<file path="config.mk">
export PLATFORM = sky130hd
export DESIGN_NAME = twi_wr_slave
export DESIGN_NICKNAME = d
export VERILOG_FILES = /design/src/rtl/twi_wr_pkg.sv /design/src/rtl/twi_line_sync.sv /design/src/rtl/twi_frame_fsm.sv /design/src/rtl/twi_commit_reg.sv /design/src/rtl/twi_wr_slave.sv
export SDC_FILE = /design/constraint.sdc
export NUM_CORES = 1
export LEC_CHECK = 0
export BUFFER_PORTS_ARGS = -buffer_cell sky130_fd_sc_hd__buf_2
export CORE_MARGIN = 5
export CORE_UTILIZATION = 50
export CTS_BUF_LIST = sky130_fd_sc_hd__clkbuf_16
export DETAILED_ROUTE_END_ITERATION = 6
export PLACE_DENSITY = 0.69
export SLEW_MARGIN = 20
export SYNTH_ARGS = -nofsm -noshare
export SYNTH_HDL_FRONTEND = slang
export SYNTH_SLANG_ARGS = --single-unit
</file>
<file path="constraint.sdc">
create_clock -name clk -period 2.1 [get_ports clk]
set_input_delay 0.42 -clock clk [delete_from_list [all_inputs] [get_ports clk]]
set_output_delay 0.42 -clock clk [all_outputs]
set_load 0.01 [all_outputs]
</file>
<file path="src/rtl/twi_wr_pkg.sv">
package twi_wr_pkg;

    localparam int TWI_DATA_W = 8;
    localparam int TWI_LVL_W  = TWI_DATA_W - 1;
    localparam int TWI_ADDR_W = 7;
    localparam int TWI_CNT_W  = $clog2(TWI_DATA_W);

    // Events seen on the synchronized bus lines
    typedef struct packed {
        logic sda_s;
        logic scl_rise;
        logic scl_fall;
        logic start;
        logic stop;
    } twi_evt_t;

    // Committed control register: flag in the top bit, level below it
    typedef struct packed {
        logic                 susp;
        logic [TWI_LVL_W-1:0] level;
    } twi_ctrl_t;

    typedef enum logic [2:0] {
        ST_IDLE,
        ST_ADDR,
        ST_AACK,
        ST_DATA,
        ST_DACK,
        ST_HOLD
    } twi_state_t;

    // Expected address bit at position idx, counted from the MSB
    function automatic logic addr_bit(input logic [TWI_ADDR_W-2:0] hi,
                                      input logic                  sel,
                                      input logic [TWI_CNT_W-1:0]  idx);
        logic [TWI_ADDR_W-1:0] full;
        full = {hi, sel} << idx;
        return full[TWI_ADDR_W-1];
    endfunction

    function automatic twi_ctrl_t to_ctrl(input logic [TWI_DATA_W-1:0] d);
        return twi_ctrl_t'(d);
    endfunction

endpackage

</file>
<file path="src/rtl/twi_line_sync.sv">
module twi_line_sync
    import twi_wr_pkg::*;
#(
    parameter int STAGES = 2
) (
    input  logic     clk,
    input  logic     rst,
    input  logic     scl_i,
    input  logic     sda_i,
    output twi_evt_t evt
);

    localparam int LAST = STAGES - 1;

    logic [STAGES-1:0] scl_sh;
    logic [STAGES-1:0] sda_sh;
    logic              scl_q;
    logic              sda_q;
    logic              scl_s;
    logic              sda_s;

    generate
        if (STAGES == 1) begin : g_single
            always_ff @(posedge clk) begin
                if (rst) begin
                    scl_sh <= '1;
                    sda_sh <= '1;
                end else begin
                    scl_sh <= scl_i;
                    sda_sh <= sda_i;
                end
            end
        end else begin : g_chain
            always_ff @(posedge clk) begin
                if (rst) begin
                    scl_sh <= '1;
                    sda_sh <= '1;
                end else begin
                    scl_sh <= {scl_sh[STAGES-2:0], scl_i};
                    sda_sh <= {sda_sh[STAGES-2:0], sda_i};
                end
            end
        end
    endgenerate

    assign scl_s = scl_sh[LAST];
    assign sda_s = sda_sh[LAST];

    // Previous synchronized values for edge detection; idle bus is high
    always_ff @(posedge clk) begin
        if (rst) begin
            scl_q <= 1'b1;
            sda_q <= 1'b1;
        end else begin
            scl_q <= scl_s;
            sda_q <= sda_s;
        end
    end

    always_comb begin
        evt.sda_s    = sda_s;
        evt.scl_rise = scl_s & ~scl_q;
        evt.scl_fall = ~scl_s & scl_q;
        evt.start    = scl_s & scl_q & sda_q & ~sda_s;
        evt.stop     = scl_s & scl_q & ~sda_q & sda_s;
    end

endmodule

</file>
<file path="src/rtl/twi_frame_fsm.sv">
module twi_frame_fsm
    import twi_wr_pkg::*;
#(
    parameter logic [TWI_ADDR_W-2:0] ADDR_HI = 6'b001010
) (
    input  logic                  clk,
    input  logic                  rst,
    input  twi_evt_t              evt,
    input  logic                  addr_sel,
    output logic                  sda_oe,
    output logic                  pend_valid,
    output logic [TWI_DATA_W-1:0] pend_data
);

    localparam logic [TWI_CNT_W-1:0] RW_IDX   = TWI_CNT_W'(TWI_ADDR_W);
    localparam logic [TWI_CNT_W-1:0] LAST_IDX = TWI_CNT_W'(TWI_DATA_W - 1);

    twi_state_t             state;
    logic [TWI_CNT_W-1:0]   cnt;
    logic [TWI_DATA_W-1:0]  shreg;
    logic                   byte_done;

    always_ff @(posedge clk) begin
        if (rst) begin
            state      <= ST_IDLE;
            cnt        <= '0;
            shreg      <= '0;
            byte_done  <= 1'b0;
            sda_oe     <= 1'b0;
            pend_valid <= 1'b0;
            pend_data  <= '0;
        end else if (evt.start) begin
            // A START (first or repeated) restarts address reception
            state      <= ST_ADDR;
            cnt        <= '0;
            byte_done  <= 1'b0;
            sda_oe     <= 1'b0;
            pend_valid <= 1'b0;
        end else if (evt.stop) begin
            state      <= ST_IDLE;
            byte_done  <= 1'b0;
            sda_oe     <= 1'b0;
            pend_valid <= 1'b0;
        end else begin
            unique case (state)
                ST_ADDR: begin
                    if (evt.scl_rise) begin
                        if (cnt == RW_IDX) begin
                            if (evt.sda_s) begin
                                state <= ST_IDLE;   // read request: no ack
                            end else begin
                                byte_done <= 1'b1;
                            end
                        end else if (evt.sda_s != addr_bit(ADDR_HI, addr_sel, cnt)) begin
                            state <= ST_IDLE;       // early drop-out
                        end else begin
                            cnt <= cnt + 1'b1;
                        end
                    end else if (evt.scl_fall && byte_done) begin
                        state     <= ST_AACK;
                        sda_oe    <= 1'b1;
                        byte_done <= 1'b0;
                    end
                end
                ST_AACK: begin
                    if (evt.scl_fall) begin
                        state  <= ST_DATA;
                        sda_oe <= 1'b0;
                        cnt    <= '0;
                    end
                end
                ST_DATA: begin
                    if (evt.scl_rise) begin
                        shreg <= {shreg[TWI_DATA_W-2:0], evt.sda_s};
                        if (cnt == LAST_IDX) begin
                            byte_done <= 1'b1;
                        end else begin
                            cnt <= cnt + 1'b1;
                        end
                    end else if (evt.scl_fall && byte_done) begin
                        state     <= ST_DACK;
                        sda_oe    <= 1'b1;
                        byte_done <= 1'b0;
                    end
                end
                ST_DACK: begin
                    if (evt.scl_fall) begin
                        state      <= ST_HOLD;
                        sda_oe     <= 1'b0;
                        pend_valid <= 1'b1;
                        pend_data  <= shreg;
                    end
                end
                ST_HOLD: begin
                    // further bytes are not acknowledged; wait for STOP
                end
                default: begin
                    // idle: SCL is disregarded until START
                end
            endcase
        end
    end


    oe_edge_chk: assert property (@(posedge clk) disable iff (rst)
        (sda_oe != $past(sda_oe)) |-> $past(evt.scl_fall || evt.start || evt.stop));

endmodule

</file>
<file path="src/rtl/twi_commit_reg.sv">
module twi_commit_reg
    import twi_wr_pkg::*;
#(
    parameter logic [TWI_LVL_W-1:0] LEVEL_RST = 7'd16
) (
    input  logic                  clk,
    input  logic                  rst,
    input  logic                  stop_evt,
    input  logic                  pend_valid,
    input  logic [TWI_DATA_W-1:0] pend_data,
    output twi_ctrl_t             ctrl,
    output logic                  commit
);

    localparam twi_ctrl_t CTRL_RST = '{susp: 1'b0, level: LEVEL_RST};

    always_ff @(posedge clk) begin
        if (rst) begin
            ctrl   <= CTRL_RST;
            commit <= 1'b0;
        end else begin
            commit <= stop_evt & pend_valid;
            if (stop_evt && pend_valid) begin
                ctrl <= to_ctrl(pend_data);
            end
        end
    end


    commit_pulse_chk: assert property (@(posedge clk) disable iff (rst)
        commit |=> !commit);


    ctrl_hold_chk: assert property (@(posedge clk) disable iff (rst)
        !commit |-> $stable(ctrl));

endmodule

</file>
<file path="src/rtl/twi_wr_slave.sv">
module twi_wr_slave
    import twi_wr_pkg::*;
#(
    parameter logic [TWI_ADDR_W-2:0] ADDR_HI     = 6'b001010,
    parameter int                    SYNC_STAGES = 2,
    parameter logic [TWI_LVL_W-1:0]  LEVEL_RST   = 7'd16
) (
    input  logic                 clk,
    input  logic                 rst,
    input  logic                 scl_i,
    input  logic                 sda_i,
    input  logic                 addr_sel_i,
    output logic                 sda_oe_o,
    output logic [TWI_LVL_W-1:0] level_o,
    output logic                 susp_o,
    output logic                 commit_o
);

    twi_evt_t              evt;
    logic                  stop_evt;
    logic                  pend_valid;
    logic [TWI_DATA_W-1:0] pend_data;
    twi_ctrl_t             ctrl;

    twi_line_sync #(
        .STAGES (SYNC_STAGES)
    ) u_sync (
        .clk   (clk),
        .rst   (rst),
        .scl_i (scl_i),
        .sda_i (sda_i),
        .evt   (evt)
    );

    twi_frame_fsm #(
        .ADDR_HI (ADDR_HI)
    ) u_fsm (
        .clk        (clk),
        .rst        (rst),
        .evt        (evt),
        .addr_sel   (addr_sel_i),
        .sda_oe     (sda_oe_o),
        .pend_valid (pend_valid),
        .pend_data  (pend_data)
    );

    assign stop_evt = evt.stop;

    twi_commit_reg #(
        .LEVEL_RST (LEVEL_RST)
    ) u_reg (
        .clk        (clk),
        .rst        (rst),
        .stop_evt   (stop_evt),
        .pend_valid (pend_valid),
        .pend_data  (pend_data),
        .ctrl       (ctrl),
        .commit     (commit_o)
    );

    assign level_o = ctrl.level;
    assign susp_o  = ctrl.susp;


    commit_after_stop_chk: assert property (@(posedge clk) disable iff (rst)
        commit_o |-> $past(stop_evt));

endmodule

</file>
==> impl_results.md <==
* Status: finished, final reports clean
* Worst-case clock buffer depth at 2
* Worst slew pin tran at between 0.5 and 0.6 ns
* Most used cell, CP: ha_1
* Remaining antenna violation count after routing at 0
* Setup_tns at 0 ns
* Hold Fails Final Rpt at 0
* DIE AREA at roughly 4700 sq um
* Worst EP required at roughly 2.3 ns
* Worst setup endpoint: u_fsm.state[0]$_SDFFE_PP0P_
* GRT Overall Usage at 16.4%
* Synth async-reset ratio at 0%
* Register area share after synthesis at 46.2%
* Highest cell delay on the worst timing path at 0.53 ns
* R2r startpoint: u_fsm.cnt[0]$_SDFFE_PP0P_
* Critical path depth at 5
* Worst setup path class: reg -> reg
* CTS root buf: clkbuf_16
* GRT overflow at 0
* Crit. End Element: flip-flop
* Ant. Diodes at 0
* Sequential share of power at approximately 44%
* # rows at 21
* Setup violators final at 0
* Fin area at slightly above 2000 sq um
* Clock slew at reported path FFs at roughly 0.050 ns
* First-pass GRT wire length at approximately 5700 um
* Final WL at between 3000 and 4000 um
* Power density over the cells at roughly 870 nW/um^2
* R2R depth at 5
* Initial antenna violation count at 0
* Initial Utilization at between 50% and 60%
* CTS tree: done
* Vias/cell at 5.36
* DRC at 0
* H-tree depth at 2
* Clock Skews at 0.00311 ns
* Vias at ~1300
* Peak supply drop at 504 uV
* Max_cap viols at 0
* CTS Buf Count at 5
* Detail Placement HPWL at about 2300 um
* Share of post-route cells with drive strength above 1 at between 10% and 20%
* Worst slack at placement at 0.218 ns
* Nets@finish at approximately 210
* CP max-delay cell: or4_1
* Core Region at about 3300 sq um
* Synth-to-Final Area Change at 16.4%
* Crit path max-delay family: simple AND/OR/NAND/NOR gates
* Post-synth EDFFs at 0
* Routability cong. at ~0.88
* Leakage at between 0.8 and 0.9 nW
* Clk_lat worst skew at ~0.27 ns
* Post CTS Setup Buffer Count at 0
* Vias in the first global route at between 1000 and 1500
* Synth top area cells: dfxtp_1, mux2i_1, nor2_1
* Area leader, netlist: dfxtp_1
* Clock power frac at between 50% and 60%
* Synth unique cells at roughly 40
* Largest net degree at the start of global routing at 26
* Final Max Tran Viols at 0
* Setup ws final at around 0.19 ns
* Initial DRT Pass Iterations at 4
* PortBufs at 14
* Tmin final at 1.91 ns
* DR iter-0 viols at 89
* Syn Area/Cell at approximately 9 sq um
* Sw frac at between 10% and 20%
* Top_reg_cell synth: dfxtp_1
* Flop2flop setup slack at 0.19 ns
* Wire length per cell at between 10 and 15 um
* F_max at 0.524 GHz
* Unrepaired setup endpoints after global routing: no
* Worst setup SP type: flip-flop
* Int Pwr at 0.00145 W
* WP buf/inv at 0
* PostCTS Resize Cnt at 0
* Share of Yosys cell area claimed by the top area cell type at between 40% and 50%
* Seq cells post-synth at 40
* Yosys warns at 0
* Hold WC Path Type: in -> reg
* CP cell instances: ha_1 -> ha_1 -> or4_1 -> o211a_2 -> o41ai_2
* Combinational share of power at 2.3%
* Worst slew margin at 64.4%
* I/O pin count at 15
* CP max FO at 5
* Worst R2R End: u_fsm.state[0]$_SDFFE_PP0P_
* Share of the clock period used by the worst path at between 90% and 100%
* Syn Std Cell Area at 1730 sq um
* Die width at 68.9 um
* Clk sinks at 40
* Cell Area, Placed at around 1800 sq um
* Die height at between 60 and 70 um
* Crit path from: u_fsm.cnt[0]$_SDFFE_PP0P_
* Cells after Synth at about 190
* Post-CTS Hold Buffers at 0
* Hold path startpoint: scl_i
* Syn_nets at just under 200
* CP arrival at between 2 and 2.5 ns
* Net Sw Power at around 0.0003 W
==> cells by family after synthesis <==
family,after synthesis,share of synthesized area (%)
muxes,18,10.5
xor gates and xnor gates,3,1.52
buffers and inverters,18,4.70
AOI/OAI and AO/OA,31,12.6
DFF,40,46.2
and+or+nand+nor,75,22.3
adders and majority gates,3,2.17
==> area by class of cell <==
cell class / instances / area (sq um)
fillers: 307 / 1320
multi-input cells: 130 / 850
flip-flops and latches: 40 / 801
clock buffers: 5 / 125
repair buffers: 18 / 100
well taps: 46 / 57.6
inverters: 6 / 22.5
clock inverters: 2 / 60.1
==> how the worst min path moves through the flow <==
stage,slack (ns),depth (start not counted),end
floorplan,0.39,1,u_sync.scl_sh[1]$_SDFF_PP1_
global placement,0.39,1,u_sync.sda_sh[1]$_SDFF_PP1_
detailed placement,0.40,1,u_sync.sda_sh[1]$_SDFF_PP1_
CTS,0.32,2,u_sync.scl_sh[0]$_SDFF_PP1_
global route,0.32,2,u_sync.sda_sh[0]$_SDFF_PP1_
finish,0.32,2,u_sync.scl_sh[0]$_SDFF_PP1_
==> layout by cell type, fill, tap and decap left out, types with 5 or more instances in the layout <==
cell	instances
mux2i_1	17
dfxtp_1	40
or2_2	6
inv_1	6
a21oi_1	12
nor2_1	26
buf_2	14
clkbuf_16	5
nand3_1	10
nand2_1	15
==> sequential cells by signal (all words and copies together), names as in the netlist <==
name              count
u_fsm.byte_done       1
u_fsm.cnt             3
u_fsm.pend_data       8
u_fsm.pend_valid      1
u_fsm.sda_oe          1
u_fsm.shreg           8
u_fsm.state           3
u_reg.commit          1
u_reg.ctrl            8
u_sync.scl_q          1
u_sync.scl_sh         2
u_sync.sda_q          1
u_sync.sda_sh         2
==> synthesized netlist by cell type (2+ instances only) <==
cell type	instances
nor2b_1	4
ha_1	3
o21ai_0	2
clkbuf_1	6
mux2i_1	17
nand3_1	10
nor2_1	26
nand2b_1	4
or2_1	2
buf_2	5
o21ai_1	2
nand2_1	15
a31oi_1	2
dfxtp_1	40
or2_2	6
a21oi_1	12
xnor2_1	3
inv_1	6
==> per-stage QoR <==
stage / util [%] / total power, W / instances / hold WS, ns
final: 60.4 / 0.00176 / 247 / 0.324
after global routing: 60.4 / 0.00183 / 247 / 0.323
after CTS: 60.4 / 0.00178 / 247 / 0.320
after detailed placement: 54.9 / 0.000827 / 240 / 0.398
after global placement: 54.9 / 0.000825 / 240 / 0.391
after floorplan: - / 0.000817 / 188 / 0.389
==> layer usage <==
metal  GRT usage [%]  vias to the layer above  routed length [um]
li1                -                      667                   -
met2            28.3                       18                1660
met4            6.57                        0                  33
met1            18.9                      635                1480
met5               0                        -                   0
met3            4.86                        4                  99
==> power groups by stage <==
| stage | clock (W) | sequential, W | combinational [W] |
|---|---|---|---|
| after floorplan | 0 | 0.000783 | 0.0000337 |
| after global placement | 0 | 0.000786 | 0.0000393 |
| after detailed placement | 0 | 0.000787 | 0.0000406 |
| after CTS | 0.000968 | 0.000770 | 0.0000408 |
| after global routing | 0.00101 | 0.000770 | 0.0000463 |
| final | 0.000946 | 0.000770 | 0.0000404 |
Note: power is estimated with default switching activity, not from simulation.
